### config.mk
export PLATFORM = sky130hd
export DESIGN_NAME = bus_halt_ctrl
export DESIGN_NICKNAME = d
export VERILOG_FILES = /design/src/rtl/bch_pkg.sv /design/src/rtl/bch_sync.sv /design/src/rtl/bch_piece_calc.sv /design/src/rtl/bch_rd_assemble.sv /design/src/rtl/bch_seq.sv /design/src/rtl/bus_halt_ctrl.sv
export SDC_FILE = /design/constraint.sdc
export NUM_CORES = 1
export LEC_CHECK = 0
export ABC_AREA = 1
export CAP_MARGIN = 0
export CORE_ASPECT_RATIO = 0.75
export CORE_MARGIN = 5
export CORE_UTILIZATION = 40
export CTS_CLUSTER_DIAMETER = 100
export DETAILED_ROUTE_END_ITERATION = 8
export HOLD_SLACK_MARGIN = 0.02
export PLACE_DENSITY = 0.69
export SETUP_SLACK_MARGIN = 0.02
export SLEW_MARGIN = 10
export SYNTH_ARGS = -nofsm -noshare
export SYNTH_HDL_FRONTEND = slang
export SYNTH_SLANG_ARGS = --single-unit
export TNS_END_PERCENT = 20
### constraint.sdc
create_clock -name clk -period 2.7 [get_ports clk]
set_input_delay 0.27 -clock clk [delete_from_list [all_inputs] [get_ports clk]]
set_output_delay 0.27 -clock clk [all_outputs]
set_load 0.01 [all_outputs]
### src/rtl/bch_pkg.sv
package bch_pkg;

   typedef enum logic [2:0] {
      ST_IDLE,
      ST_S0,
      ST_S1,
      ST_S2,
      ST_S3,
      ST_S4,
      ST_S5,
      ST_HALT
   } bus_st_e;

   localparam int OPND_BYTES = 4;
   localparam int REM_W      = 3;
   localparam int DBUS_W     = 16;

   // operand size code to byte count: 0 byte, 1 word, 2/3 long
   function automatic logic [REM_W-1:0] size_to_bytes(input logic [1:0] code);
      logic [REM_W-1:0] n;
      case (code)
         2'd0:    n = 3'd1;
         2'd1:    n = 3'd2;
         default: n = 3'd4;
      endcase
      return n;
   endfunction

endpackage

### src/rtl/bch_sync.sv
module bch_sync #(
   parameter int STAGES = 2
) (
   input  logic clk,
   input  logic rst_n,
   input  logic d,
   output logic q
);
   generate
      if (STAGES < 2) begin : g_bad
         $error("bch_sync needs at least two stages");
      end
   endgenerate

   logic [STAGES-1:0] chain;

   generate
      for (genvar i = 0; i < STAGES; i++) begin : g_stage
         if (i == 0) begin : g_first
            always_ff @(posedge clk or negedge rst_n) begin
               if (!rst_n) chain[0] <= 1'b0;
               else        chain[0] <= d;
            end
         end else begin : g_next
            always_ff @(posedge clk or negedge rst_n) begin
               if (!rst_n) chain[i] <= 1'b0;
               else        chain[i] <= chain[i-1];
            end
         end
      end
   endgenerate

   assign q = chain[STAGES-1];
endmodule

### src/rtl/bch_piece_calc.sv
module bch_piece_calc
   import bch_pkg::*;
#(
   parameter bit WIDE_PORT_EN = 1'b1
) (
   input  logic [REM_W-1:0]  rem,
   input  logic              addr0,
   input  logic              port16,
   input  logic [31:0]       wdata,
   output logic              k_two,
   output logic [REM_W-1:0]  rem_left,
   output logic [DBUS_W-1:0] wr_lanes
);
   generate
      if (WIDE_PORT_EN) begin : g_wide
         assign k_two = port16 && (rem >= 3'd2) && !addr0;
      end else begin : g_narrow
         logic unused_port;
         assign unused_port = port16;
         assign k_two = 1'b0;
      end
   endgenerate

   logic [REM_W-1:0] kv;
   logic [4:0]       sh;
   logic [31:0]      shifted;

   always_comb begin
      kv       = k_two ? 3'd2 : 3'd1;
      rem_left = rem - kv;
      sh       = {rem_left[1:0], 3'b000};
      shifted  = wdata >> sh;
      if (k_two) wr_lanes = shifted[15:0];
      else       wr_lanes = {shifted[7:0], shifted[7:0]};
   end
endmodule

### src/rtl/bch_rd_assemble.sv
module bch_rd_assemble
   import bch_pkg::*;
(
   input  logic              clk,
   input  logic              rst_n,
   input  logic              clr,
   input  logic              fill,
   input  logic              latch,
   input  logic              k_two,
   input  logic              port16,
   input  logic              addr0,
   input  logic [DBUS_W-1:0] din,
   output logic [31:0]       rdata
);
   logic [7:0] byte_lane;

   always_comb begin
      if (port16 && addr0) byte_lane = din[7:0];
      else                 byte_lane = din[15:8];
   end

   always_ff @(posedge clk or negedge rst_n) begin
      if (!rst_n)      rdata <= '0;
      else if (clr)    rdata <= '0;
      else if (fill)   rdata <= '1;
      else if (latch) begin
         if (k_two) rdata <= {rdata[15:0], din};
         else       rdata <= {rdata[23:0], byte_lane};
      end
   end
endmodule

### src/rtl/bch_seq.sv
module bch_seq
   import bch_pkg::*;
#(
   parameter int ADDR_W = 24,
   parameter int FC_W   = 3
) (
   input  logic              clk,
   input  logic              rst_n,
   input  logic              req_valid,
   input  logic [ADDR_W-1:0] req_addr,
   input  logic [FC_W-1:0]   req_fc,
   input  logic              req_rw,
   input  logic [1:0]        req_size,
   input  logic              port16_in,
   input  logic              dsack_n,
   input  logic              berr_n,
   input  logic              halt_s,
   input  logic              k_two,
   input  logic [REM_W-1:0]  rem_left,
   output bus_st_e           st,
   output logic [ADDR_W-1:0] addr_q,
   output logic [FC_W-1:0]   fc_q,
   output logic              rw_q,
   output logic [1:0]        siz_q,
   output logic [REM_W-1:0]  rem_q,
   output logic              port16_q,
   output logic              req_ready,
   output logic              accept,
   output logic              done_q,
   output logic              berr_q
);
   logic [ADDR_W-1:0] nxt_addr;
   logic [ADDR_W-1:0] step_addr;
   logic [REM_W-1:0]  first_rem;

   assign req_ready = (st == ST_IDLE) && !halt_s;
   assign accept    = req_ready && req_valid;
   assign step_addr = addr_q + (k_two ? ADDR_W'(2) : ADDR_W'(1));
   assign first_rem = size_to_bytes(req_size);

   always_ff @(posedge clk or negedge rst_n) begin
      if (!rst_n) begin
         st       <= ST_IDLE;
         addr_q   <= '0;
         nxt_addr <= '0;
         fc_q     <= '0;
         rw_q     <= 1'b1;
         siz_q    <= '0;
         rem_q    <= '0;
         port16_q <= 1'b0;
         done_q   <= 1'b0;
         berr_q   <= 1'b0;
      end else begin
         done_q <= 1'b0;
         berr_q <= 1'b0;
         case (st)
            ST_IDLE: begin
               if (accept) begin
                  addr_q <= req_addr;
                  fc_q   <= req_fc;
                  rw_q   <= req_rw;
                  rem_q  <= first_rem;
                  siz_q  <= first_rem[1:0];
                  st     <= ST_S0;
               end
            end
            ST_S0: begin
               port16_q <= port16_in;
               st       <= ST_S1;
            end
            ST_S1: st <= ST_S2;
            ST_S2: st <= ST_S3;
            ST_S3: begin
               if (!berr_n) begin
                  done_q <= 1'b1;
                  berr_q <= 1'b1;
                  rem_q  <= '0;
                  st     <= ST_IDLE;
               end else if (!dsack_n) begin
                  st <= ST_S4;
               end
            end
            ST_S4: st <= ST_S5;
            ST_S5: begin
               if (dsack_n && berr_n) begin
                  if (rem_left == '0) begin
                     done_q <= 1'b1;
                     rem_q  <= '0;
                     st     <= ST_IDLE;
                  end else begin
                     rem_q    <= rem_left;
                     nxt_addr <= step_addr;
                     if (halt_s) begin
                        st <= ST_HALT;
                     end else begin
                        addr_q <= step_addr;
                        siz_q  <= rem_left[1:0];
                        st     <= ST_S0;
                     end
                  end
               end
            end
            ST_HALT: begin
               if (!halt_s) begin
                  addr_q <= nxt_addr;
                  siz_q  <= rem_q[1:0];
                  st     <= ST_S0;
               end
            end
            default: st <= ST_IDLE;
         endcase
      end
   end
endmodule

### src/rtl/bus_halt_ctrl.sv
module bus_halt_ctrl
   import bch_pkg::*;
#(
   parameter int ADDR_W       = 24,
   parameter int FC_W         = 3,
   parameter int SYNC_STAGES  = 2,
   parameter bit WIDE_PORT_EN = 1'b1
) (
   input  logic              clk,
   input  logic              rst_n,
   input  logic              req_valid,
   output logic              req_ready,
   input  logic [ADDR_W-1:0] req_addr,
   input  logic [FC_W-1:0]   req_fc,
   input  logic              req_rw,
   input  logic [1:0]        req_size,
   input  logic [31:0]       req_wdata,
   output logic              rsp_done,
   output logic              rsp_berr,
   output logic [31:0]       rsp_rdata,
   input  logic              port16,
   input  logic              dsack_n,
   input  logic              berr_n,
   input  logic              halt_n,
   output logic              bus_as_n,
   output logic              bus_ds_n,
   output logic              bus_data_oe,
   output logic [15:0]       bus_data_out,
   input  logic [15:0]       bus_data_in,
   output logic [ADDR_W-1:0] bus_addr,
   output logic [FC_W-1:0]   bus_fc,
   output logic [1:0]        bus_siz,
   output logic              bus_rw
);
   generate
      if (ADDR_W < 4) begin : g_bad_addr
         $error("bus_halt_ctrl: ADDR_W must be at least 4");
      end
      if (FC_W < 1) begin : g_bad_fc
         $error("bus_halt_ctrl: FC_W must be at least 1");
      end
      if (SYNC_STAGES < 2) begin : g_bad_sync
         $error("bus_halt_ctrl: SYNC_STAGES must be at least 2");
      end
   endgenerate

   bus_st_e          st;
   logic             halt_s;
   logic             k_two;
   logic [REM_W-1:0] rem_q;
   logic [REM_W-1:0] rem_left;
   logic             port16_q;
   logic             accept;
   logic [31:0]      wdata_q;
   logic             halted_w;
   logic             as_act;
   logic             ds_act;

   bch_sync #(.STAGES(SYNC_STAGES)) u_halt_sync (
      .clk   (clk),
      .rst_n (rst_n),
      .d     (~halt_n),
      .q     (halt_s)
   );

   bch_seq #(.ADDR_W(ADDR_W), .FC_W(FC_W)) u_seq (
      .clk       (clk),
      .rst_n     (rst_n),
      .req_valid (req_valid),
      .req_addr  (req_addr),
      .req_fc    (req_fc),
      .req_rw    (req_rw),
      .req_size  (req_size),
      .port16_in (port16),
      .dsack_n   (dsack_n),
      .berr_n    (berr_n),
      .halt_s    (halt_s),
      .k_two     (k_two),
      .rem_left  (rem_left),
      .st        (st),
      .addr_q    (bus_addr),
      .fc_q      (bus_fc),
      .rw_q      (bus_rw),
      .siz_q     (bus_siz),
      .rem_q     (rem_q),
      .port16_q  (port16_q),
      .req_ready (req_ready),
      .accept    (accept),
      .done_q    (rsp_done),
      .berr_q    (rsp_berr)
   );

   bch_piece_calc #(.WIDE_PORT_EN(WIDE_PORT_EN)) u_calc (
      .rem      (rem_q),
      .addr0    (bus_addr[0]),
      .port16   (port16_q),
      .wdata    (wdata_q),
      .k_two    (k_two),
      .rem_left (rem_left),
      .wr_lanes (bus_data_out)
   );

   bch_rd_assemble u_rd (
      .clk    (clk),
      .rst_n  (rst_n),
      .clr    (accept),
      .fill   ((st == ST_S3) && !berr_n),
      .latch  (st == ST_S4),
      .k_two  (k_two),
      .port16 (port16_q),
      .addr0  (bus_addr[0]),
      .din    (bus_data_in),
      .rdata  (rsp_rdata)
   );

   always_ff @(posedge clk or negedge rst_n) begin
      if (!rst_n)      wdata_q <= '0;
      else if (accept) wdata_q <= req_wdata;
   end

   always_comb begin
      as_act = (st == ST_S1) || (st == ST_S2) || (st == ST_S3) || (st == ST_S4);
      ds_act = (st == ST_S2) || (st == ST_S3) || (st == ST_S4);
   end

   assign bus_as_n    = !as_act;
   assign bus_ds_n    = !ds_act;
   assign bus_data_oe = ds_act && !bus_rw;
   assign halted_w    = (st == ST_HALT);
endmodule

==> results of run 1 <==
## flip-flops by register name (all words and copies together), names as in the netlist, 2 cells and up
| name | cells |
|---|---|
| u_seq.nxt_addr | 24 |
| wdata_q | 32 |
| u_seq.fc_q | 3 |
| u_seq.st | 3 |
| u_seq.addr_q | 24 |
| u_seq.rem_q | 3 |
| u_rd.rdata | 32 |
| u_seq.siz_q | 2 |
## cell type report
cell class / instances / area, um2 / share of cell area (%)
clock buffers: 20 / 457 / 4.57
repair buffers: 222 / 2110 / 21.1
inverters: 97 / 367 / 3.67
well taps: 242 / 303 / 3.03
multi-input cells: 664 / 3330 / 33.3
flip-flops and latches: 129 / 3230 / 32.3
clock inverters: 11 / 201 / 2.02
## synthesized netlist by cell type (2+ instances only)
master      n
o21bai_1    2
xor2_1      6
a22oi_2     2
nor2_2      2
o21ai_0   105
o22ai_1    56
dfrtp_1   128
nand4_1    13
nor2_1    102
a31oi_1     4
inv_1      94
a21oi_1    48
xnor2_1     8
buf_6       2
clkbuf_1   39
nand2_1   232
buf_4       3
o221ai_1    2
buf_2       9
nor3_1      7
nand3_1    47
a211oi_1    7
buf_1       4
o21ai_1     2
or2_2       3
ha_1        2
inv_2       3
## cell usage in the layout, fill, tap and decap left out, types with 3 or more instances in the layout
master	synthesis	routed
nor2_2	2	5
bufinv_16	0	5
o22ai_1	56	48
buf_4	3	43
clkbuf_16	0	17
nor3_1	7	7
clkdlybuf4s50_1	0	151
a21oi_1	48	48
inv_6	0	3
a31oi_1	4	4
xnor2_1	8	8
nor2_1	102	99
or2_2	3	3
o22ai_2	1	9
nand4_1	13	13
dfrtp_1	128	128
nand3_1	47	47
a211oi_1	7	7
o21ai_1	2	9
buf_12	0	4
buf_2	9	13
nand2_1	232	227
o21ai_2	0	11
buf_6	2	9
o21ai_0	105	87
nand2_2	1	6
inv_2	3	3
inv_1	94	93
xor2_1	6	6
## cell families (layout without fill, tap and decap cells)
logic type                 Yosys count  in the layout  share of synthesized area (%)
and+or+nand+nor                    413            413                           24.4
xor gates and xnor gates            14             14                           1.74
muxes                                1              1                          0.160
adders and majority gates            3              3                          0.639
AOI/OAI and AO/OA                  233            233                           18.5
DFF                                129            129                           45.8
buffers and inverters              154            350                           8.73
## power by group through the flow
stage	Clock, uW	Combinational, uW	Sequential [uW]
after floorplan	0	4260	3580
after global placement	0	7590	3590
after detailed placement	0	7680	3610
after CTS	2610	7900	3610
after global routing	2700	8830	3750
final	2580	8050	3630
## worst max path at each step
stage	startpoint	end	slack (ps)
after floorplan	u_seq.rem_q[2]	bus_data_out[9]	20
after global placement	u_seq.rem_q[1]	bus_data_out[9]	-130
after detailed placement	u_seq.port16_q	bus_data_out[12]	-210
after CTS	u_seq.port16_q	bus_data_out[9]	-130
after global routing	u_seq.rem_q[1]	bus_data_out[9]	-280
final	u_seq.rem_q[1]	bus_data_out[9]	-160
## stage by stage
| stage | setup slack, ps | setup TNS, ps | total power (uW) |
|---|---|---|---|
| detailed placement | -210 | -2320 | 11300 |
| global placement | -134 | -1180 | 11200 |
| global route | -275 | -3130 | 15300 |
| floorplan | 20.4 | 0 | 7840 |
| finish | -161 | -1670 | 14300 |
| CTS | -127 | -1260 | 14100 |
## metal layers
layer	share of wire (%)	vias to the layer above	wire length, um
met1	47	3312	10700
met3	7.4	21	1670
met5	0	-	0
met4	1.1	0	242
met2	44	281	10000
li1	-	3507	-
## timing repair
| item | 4_1_cts | 5_1_grt |
|---|---|---|
| pin swaps | 16 | 17 |
| cloned | 2 | 0 |
| endpoints found under the setup margin | 16 | 41 |
| endpoints found under the hold margin | 38 | 0 |
| hold buffers | 1 | 0 |
| gates resized for setup | 101 | 12 |
| buffers inserted | 11 | 2 |
==> metrics.txt, run 1 <==
# TYPE chip_impl_metric gauge
chip_impl_metric{name="synth.yosys.warnings",unit=""} 0
chip_impl_metric{name="fmax",unit="MHz"} 350
chip_impl_metric{name="setup_viol",unit=""} 16
chip_impl_metric{name="worst_setup_hold_path_clk_slew",unit="ps"} 60
chip_impl_metric{name="drtAntennaViolNets",unit=""} 0
chip_impl_metric{name="synth.lib_cells_used.distinct",unit=""} 42
chip_impl_metric{name="crit_arrival",unit="ps"} 2590
chip_impl_info{name="synth_top_cells_by_area",value="dfrtp_1 45%, nand2_1 12%, o21ai_0 7.5%, nor2_1 5.4%, inv_1 5.0%"} 1
chip_impl_info{name="root_buffer",value="clkbuf_16"} 1
chip_impl_metric{name="area_delta_synth_final",unit="%"} 41.7
chip_impl_metric{name="p_leak",unit="uW"} 0.00458
chip_impl_info{name="worstHoldEndpoint",value="u_halt_sync.q"} 1
chip_impl_metric{name="crit_buf_inv",unit=""} 3
chip_impl_metric{name="grt.met1_usage",unit="%"} 32.5
chip_impl_metric{name="drc_violation_count_after_routing",unit=""} 0
chip_impl_metric{name="vias_per_cell",unit=""} 5.14
chip_impl_metric{name="hold_viol_final",unit=""} 0
chip_impl_info{name="worst_r2r_endpoint",value="u_seq.addr_q[16]"} 1
chip_impl_metric{name="wire_length_of_the_first_global_routing_pass",unit="um"} 36600
chip_impl_info{name="timing.critical_path.max_delay_family",value="adder cells"} 1
chip_impl_info{name="worst_path_max_delay_cell",value="fa_2"} 1
chip_impl_metric{name="postSynthRegisterBits",unit=""} 129
chip_impl_info{name="holdCritPathClass",value="register to register"} 1
chip_impl_metric{name="power_density",unit="mW/mm2"} 1430
chip_impl_metric{name="first_iter_violations",unit=""} 709
chip_impl_info{name="critPathCaptureType",value="output port"} 1
chip_impl_metric{name="max_cap_violations",unit=""} 0
chip_impl_metric{name="die_x",unit="um"} 163
chip_impl_info{name="grt_setup_unrepaired",value="true"} 1
chip_impl_metric{name="io_buffer_count",unit=""} 168
chip_impl_metric{name="final_cells",unit=""} 1385
chip_impl_metric{name="ir_drop",unit="mV"} 1.29
chip_impl_metric{name="placed_area",unit="mm2"} 0.00919
chip_impl_metric{name="first_global_vias",unit=""} 6858
chip_impl_metric{name="critPathRequiredTime",unit="ps"} 2430
chip_impl_metric{name="finalCriticalPeriod",unit="ps"} 2860
chip_impl_metric{name="switching_part_of_the_total_power",unit="%"} 42.4
chip_impl_info{name="synth_largest_area_cell",value="dfrtp_1"} 1
chip_impl_metric{name="cpPeakStageDelay",unit="ps"} 620
chip_impl_metric{name="cell_internal_pwr",unit="uW"} 8220
chip_impl_info{name="synth_top_flop_cell",value="dfrtp_1"} 1
chip_impl_info{name="worst-setup-path-type",value="register to output port"} 1
chip_impl_info{name="cp_cell_sequence",value="o21ai_2, nor2_2, inv_1, ha_2, fa_2, buf_6, o21ai_2, o22ai_2, nand2_1, nand2_2, buf_6"} 1
chip_impl_metric{name="gr-usage-all-layers",unit="%"} 22.3
chip_impl_metric{name="routed_wire_length_per_instance",unit="um"} 16.3
chip_impl_metric{name="cts.htree.levels",unit=""} 4
chip_impl_info{name="tritoncts_clock_tree",value="built"} 1
chip_impl_metric{name="syn-cell-area",unit="mm2"} 0.00705
chip_impl_metric{name="use_met2",unit="%"} 33.4
chip_impl_metric{name="row_count",unit=""} 42
chip_impl_metric{name="boundaryPins",unit=""} 169
chip_impl_metric{name="floorplan.core_area",unit="mm2"} 0.0175
chip_impl_metric{name="max_slew.worst_pin.slew",unit="ps"} 767
chip_impl_metric{name="vias",unit=""} 7121
chip_impl_metric{name="nNetsFinal",unit=""} 1219
chip_impl_metric{name="async_reset_ff_share",unit="%"} 100
chip_impl_metric{name="fillCellCount",unit=""} 1618
chip_impl_metric{name="clock_tree.buffer_depth",unit=""} 2
chip_impl_metric{name="min_path_cells",unit=""} 0
chip_impl_metric{name="worst_slack",unit="ps"} -161
chip_impl_metric{name="power_frac_seq",unit="%"} 25.5
chip_impl_metric{name="layout-drive-gt1-share",unit="%"} 12.9
chip_impl_info{name="run_status",value="finished with violations"} 1
chip_impl_metric{name="effective_utilization_at_floorplan",unit="%"} 40.3
chip_impl_metric{name="worst-r2r-cell-count",unit=""} 13
chip_impl_metric{name="grt_antenna_before_repair",unit=""} 0
chip_impl_info{name="worstSetupStartpointType",value="register"} 1
chip_impl_metric{name="numCtsBuffers",unit=""} 17
chip_impl_metric{name="grt_use_met3",unit="%"} 5.69
chip_impl_metric{name="period_share",unit="%"} 106
chip_impl_metric{name="synth_sequential_area_ratio",unit="%"} 45.8
chip_impl_metric{name="globalplace.congestion",unit=""} 0.974
chip_impl_metric{name="dp.cells",unit=""} 1339
chip_impl_metric{name="crit_path_max_fanout",unit=""} 5
chip_impl_metric{name="path_depth",unit=""} 11
chip_impl_info{name="violations",value="setup timing"} 1
chip_impl_metric{name="die_height",unit="um"} 125
chip_impl_metric{name="synth_area_per_cell",unit="um2"} 7.44
chip_impl_metric{name="slew_viol_final",unit=""} 0
chip_impl_info{name="r2r_start",value="u_seq.rem_q[1]"} 1
chip_impl_metric{name="syn_inst",unit=""} 947
chip_impl_info{name="timing.hold.worst.start",value="u_halt_sync.chain[0]"} 1
chip_impl_metric{name="timing.clock.skew",unit="ps"} 6.76
chip_impl_metric{name="synth.top_cell.area_share",unit="%"} 45.4
chip_impl_metric{name="postLayoutCellArea",unit="mm2"} 0.00999
chip_impl_metric{name="syn-num-nets",unit=""} 1035
chip_impl_info{name="globalRoute.busiestLayer",value="met2"} 1
chip_impl_metric{name="grt_max_degree",unit=""} 51
chip_impl_metric{name="detailedPlacementHpwl",unit="um"} 15600
chip_impl_metric{name="synth_edf_count",unit=""} 0
chip_impl_metric{name="combPwrFrac",unit="%"} 56.4
chip_impl_metric{name="regToRegSetupSlack",unit="ps"} 100
chip_impl_metric{name="globalRoute.totalOverflow",unit=""} 0
chip_impl_metric{name="drt-pass1-iter-count",unit=""} 7
chip_impl_metric{name="detail_route.wirelength",unit="um"} 22600
chip_impl_metric{name="final_core_occ",unit="%"} 57.1
chip_impl_metric{name="timing.slew.headroom",unit="%"} 48.7
chip_impl_metric{name="worst_hold_slack",unit="ps"} 351
chip_impl_metric{name="power.net_switching",unit="uW"} 6050
chip_impl_metric{name="cts.sink_count",unit=""} 129
chip_impl_metric{name="diodes",unit=""} 0
chip_impl_metric{name="design.die.area",unit="mm2"} 0.0204
chip_impl_metric{name="clk-insertion-delay-late",unit="ps"} 420
chip_impl_metric{name="clkPwrFrac",unit="%"} 18.1
Note: power is estimated with default switching activity, not from simulation.
==> inputs of run 2 (changes only) <==
--- a/config.mk
+++ b/config.mk
@@ -7,7 +7,7 @@
 export LEC_CHECK = 0
 export ABC_AREA = 1
 export CAP_MARGIN = 0
-export CORE_ASPECT_RATIO = 0.75
+export CORE_ASPECT_RATIO = 1.2
 export CORE_MARGIN = 5
 export CORE_UTILIZATION = 40
 export CTS_CLUSTER_DIAMETER = 100
==> metrics.txt, run 2 (synthesized netlist as in run 1, its figures left out) <==
# TYPE chip_impl_metric gauge
chip_impl_metric{name="layout-drive-gt1-share",unit="%"} 12.6
chip_impl_info{name="worstSetupStartpointType",value="register"} 1
chip_impl_info{name="layout_common_cells",value="230 x nand2_1, 151 x clkdlybuf4s50_1, 128 x dfrtp_1"} 1
chip_impl_metric{name="wirelength_met1",unit="um"} 9180
chip_impl_metric{name="floorplan.core_area",unit="mm2"} 0.0174
chip_impl_metric{name="effective_utilization_at_floorplan",unit="%"} 40.4
chip_impl_metric{name="gr-usage-all-layers",unit="%"} 21.4
chip_impl_metric{name="globalRoute.totalOverflow",unit=""} 0
chip_impl_metric{name="power",unit="uW"} 14200
chip_impl_metric{name="period_share",unit="%"} 106
chip_impl_info{name="highest_layer",value="met4"} 1
chip_impl_metric{name="worst_setup_hold_path_clk_slew",unit="ps"} 50
chip_impl_metric{name="route.met3.wl",unit="um"} 1630
chip_impl_info{name="largest_registers",value="u_rd.rdata (32), wdata_q (32)"} 1
chip_impl_metric{name="power.net_switching",unit="uW"} 5900
chip_impl_metric{name="die_height",unit="um"} 155
chip_impl_metric{name="design.die.area",unit="mm2"} 0.0204
chip_impl_metric{name="fillCellCount",unit=""} 1584
chip_impl_metric{name="critPathRequiredTime",unit="ps"} 2430
chip_impl_metric{name="first_global_vias",unit=""} 6842
chip_impl_metric{name="boundaryPins",unit=""} 169
chip_impl_metric{name="cpPeakStageDelay",unit="ps"} 610
chip_impl_metric{name="numCtsBuffers",unit=""} 17
chip_impl_metric{name="detail_route.wirelength",unit="um"} 21700
chip_impl_metric{name="fmax",unit="MHz"} 348
chip_impl_metric{name="detailedPlacementHpwl",unit="um"} 15100
chip_impl_metric{name="wire_length_of_the_first_global_routing_pass",unit="um"} 35500
chip_impl_metric{name="ir_drop",unit="mV"} 0.918
chip_impl_info{name="run_status",value="finished with violations"} 1
chip_impl_metric{name="clkPwrFrac",unit="%"} 16.3
chip_impl_metric{name="first_iter_violations",unit=""} 448
chip_impl_metric{name="cts.sink_count",unit=""} 129
chip_impl_metric{name="drtAntennaViolNets",unit=""} 0
chip_impl_metric{name="crit_path_max_fanout",unit=""} 5
chip_impl_metric{name="placed_area",unit="mm2"} 0.00919
chip_impl_metric{name="cell_internal_pwr",unit="uW"} 8270
chip_impl_info{name="tritoncts_clock_tree",value="built"} 1
chip_impl_metric{name="drt-pass1-iter-count",unit=""} 5
chip_impl_metric{name="die_x",unit="um"} 131
chip_impl_info{name="root_buffer",value="clkbuf_16"} 1
chip_impl_info{name="worst-setup-path-type",value="register to output port"} 1
chip_impl_metric{name="met2_length",unit="um"} 10300
chip_impl_metric{name="area_delta_synth_final",unit="%"} 40.8
chip_impl_info{name="grt_setup_unrepaired",value="true"} 1
chip_impl_metric{name="timing.slew.headroom",unit="%"} 64.4
chip_impl_metric{name="nNetsFinal",unit=""} 1221
chip_impl_metric{name="row_count",unit=""} 53
chip_impl_metric{name="vias",unit=""} 7058
chip_impl_info{name="holdCritPathClass",value="input pin to register"} 1
chip_impl_metric{name="crit_arrival",unit="ps"} 2600
chip_impl_metric{name="worst_hold_slack",unit="ps"} 320
chip_impl_metric{name="grt_max_degree",unit=""} 54
chip_impl_metric{name="power_frac_seq",unit="%"} 25.7
chip_impl_metric{name="max_slew.worst_pin.slew",unit="ps"} 532
chip_impl_info{name="worst_path_max_delay_cell",value="fa_2"} 1
chip_impl_metric{name="timing.clock.skew",unit="ps"} 7.90
chip_impl_metric{name="switching_part_of_the_total_power",unit="%"} 41.7
chip_impl_metric{name="globalplace.congestion",unit=""} 0.930
chip_impl_metric{name="vias_per_cell",unit=""} 5.17
chip_impl_metric{name="hold_viol_final",unit=""} 0
chip_impl_metric{name="max_cap_violations",unit=""} 0
chip_impl_metric{name="p_leak",unit="uW"} 0.00458
chip_impl_metric{name="clock_tree.buffer_depth",unit=""} 2
chip_impl_metric{name="combPwrFrac",unit="%"} 57.9
chip_impl_metric{name="drc_violation_count_after_routing",unit=""} 0
chip_impl_info{name="cp_cell_sequence",value="o21ai_2, nor2_2, inv_1, ha_2, fa_2, buf_6, buf_6, o21ai_1, o22ai_2, nand2_1, nand2_1, buf_2"} 1
chip_impl_metric{name="io_buffer_count",unit=""} 168
chip_impl_metric{name="postLayoutCellArea",unit="mm2"} 0.00992
chip_impl_metric{name="clk-insertion-delay-late",unit="ps"} 420
chip_impl_metric{name="diodes",unit=""} 0
chip_impl_metric{name="grt_antenna_before_repair",unit=""} 0
chip_impl_info{name="layout_commonest_cell",value="nand2_1"} 1
chip_impl_info{name="violations",value="setup timing"} 1
chip_impl_metric{name="cts.htree.levels",unit=""} 4
chip_impl_info{name="critPathCaptureType",value="output port"} 1
chip_impl_metric{name="routed_wire_length_per_instance",unit="um"} 15.9
chip_impl_metric{name="worst_slack",unit="ps"} -175
chip_impl_metric{name="slew_viol_final",unit=""} 0
chip_impl_metric{name="setup_viol",unit=""} 15
chip_impl_metric{name="finalCriticalPeriod",unit="ps"} 2870
chip_impl_metric{name="power_density",unit="mW/mm2"} 1430
chip_impl_metric{name="regToRegSetupSlack",unit="ps"} 40
## run 2: metal layers
metal | global-route usage, % | up-vias
li1 | - | 3499
met1 | 28.2 | 3262
met2 | 33.0 | 260
met3 | 6.60 | 37
met4 | 8.76 | 0
met5 | 0 | -
## run 2: final cells by class
| class | instances | area (um2) | share of cell area (%) |
|---|---|---|---|
| clock inverters | 5 | 75.1 | 0.757 |
| clock buffers | 25 | 515 | 5.19 |
| well taps | 220 | 275 | 2.77 |
| multi-input cells | 664 | 3310 | 33.4 |
| inverters | 97 | 364 | 3.67 |
| flip-flops and latches | 129 | 3230 | 32.5 |
| repair buffers | 224 | 2150 | 21.7 |
## run 2: path summary, 6_finish.rpt
path                                       from                   end  depth (start not counted)
max                              u_seq.rem_q[1]      bus_data_out[13]                         12
min                                      halt_n  u_halt_sync.chain[0]                          2
max reg2reg                      u_seq.rem_q[1]       u_seq.addr_q[5]                         13
min reg2reg                u_halt_sync.chain[0]         u_halt_sync.q                          0
max in group asynchronous                 rst_n            wdata_q[5]                          3
min in group asynchronous                 rst_n    u_seq.nxt_addr[10]                          2
## run 2: repair_timing
action | in CTS | in global routing
resized for setup | 90 | 17
setup buffers | 10 | 2
hold buffers | 1 | 0
pin swaps | 13 | 17
endpoints found under the setup margin | 28 | 42
endpoints found under the hold margin | 48 | 0
gates cloned | 1 | 0
## run 2: worst max-delay path, delay by kind of cell, from the launching register on
family | cells | cell delay [ps]
AOI/OAI and AO/OA | 3 | 330
adders and majority gates | 2 | 780
buffers and inverters | 4 | 430
DFF | 1 | 360
and+or+nand+nor | 3 | 280
## run 2: power by group through the flow
stage / sequential (uW) / combinational (uW) / clock (uW)
after global placement: 3610 / 7810 / 0
after detailed placement: 3630 / 7880 / 0
after floorplan: 3580 / 4260 / 0
after global routing: 3750 / 9040 / 2440
after CTS: 3620 / 8040 / 2350
final: 3640 / 8210 / 2310
## run 2: through the flow
step	util [%]	cells	setup TNS [ps]	worst slack, ps
6_report	56.9	1364	-1700	-175
5_1_grt	56.9	1364	-5430	-309
4_1_cts	56.6	1362	-2110	-194
3_5_place_dp	52.7	1320	-1450	-129
3_3_place_gp	52.7	1320	-1220	-116
2_1_floorplan	-	947	0	20.4
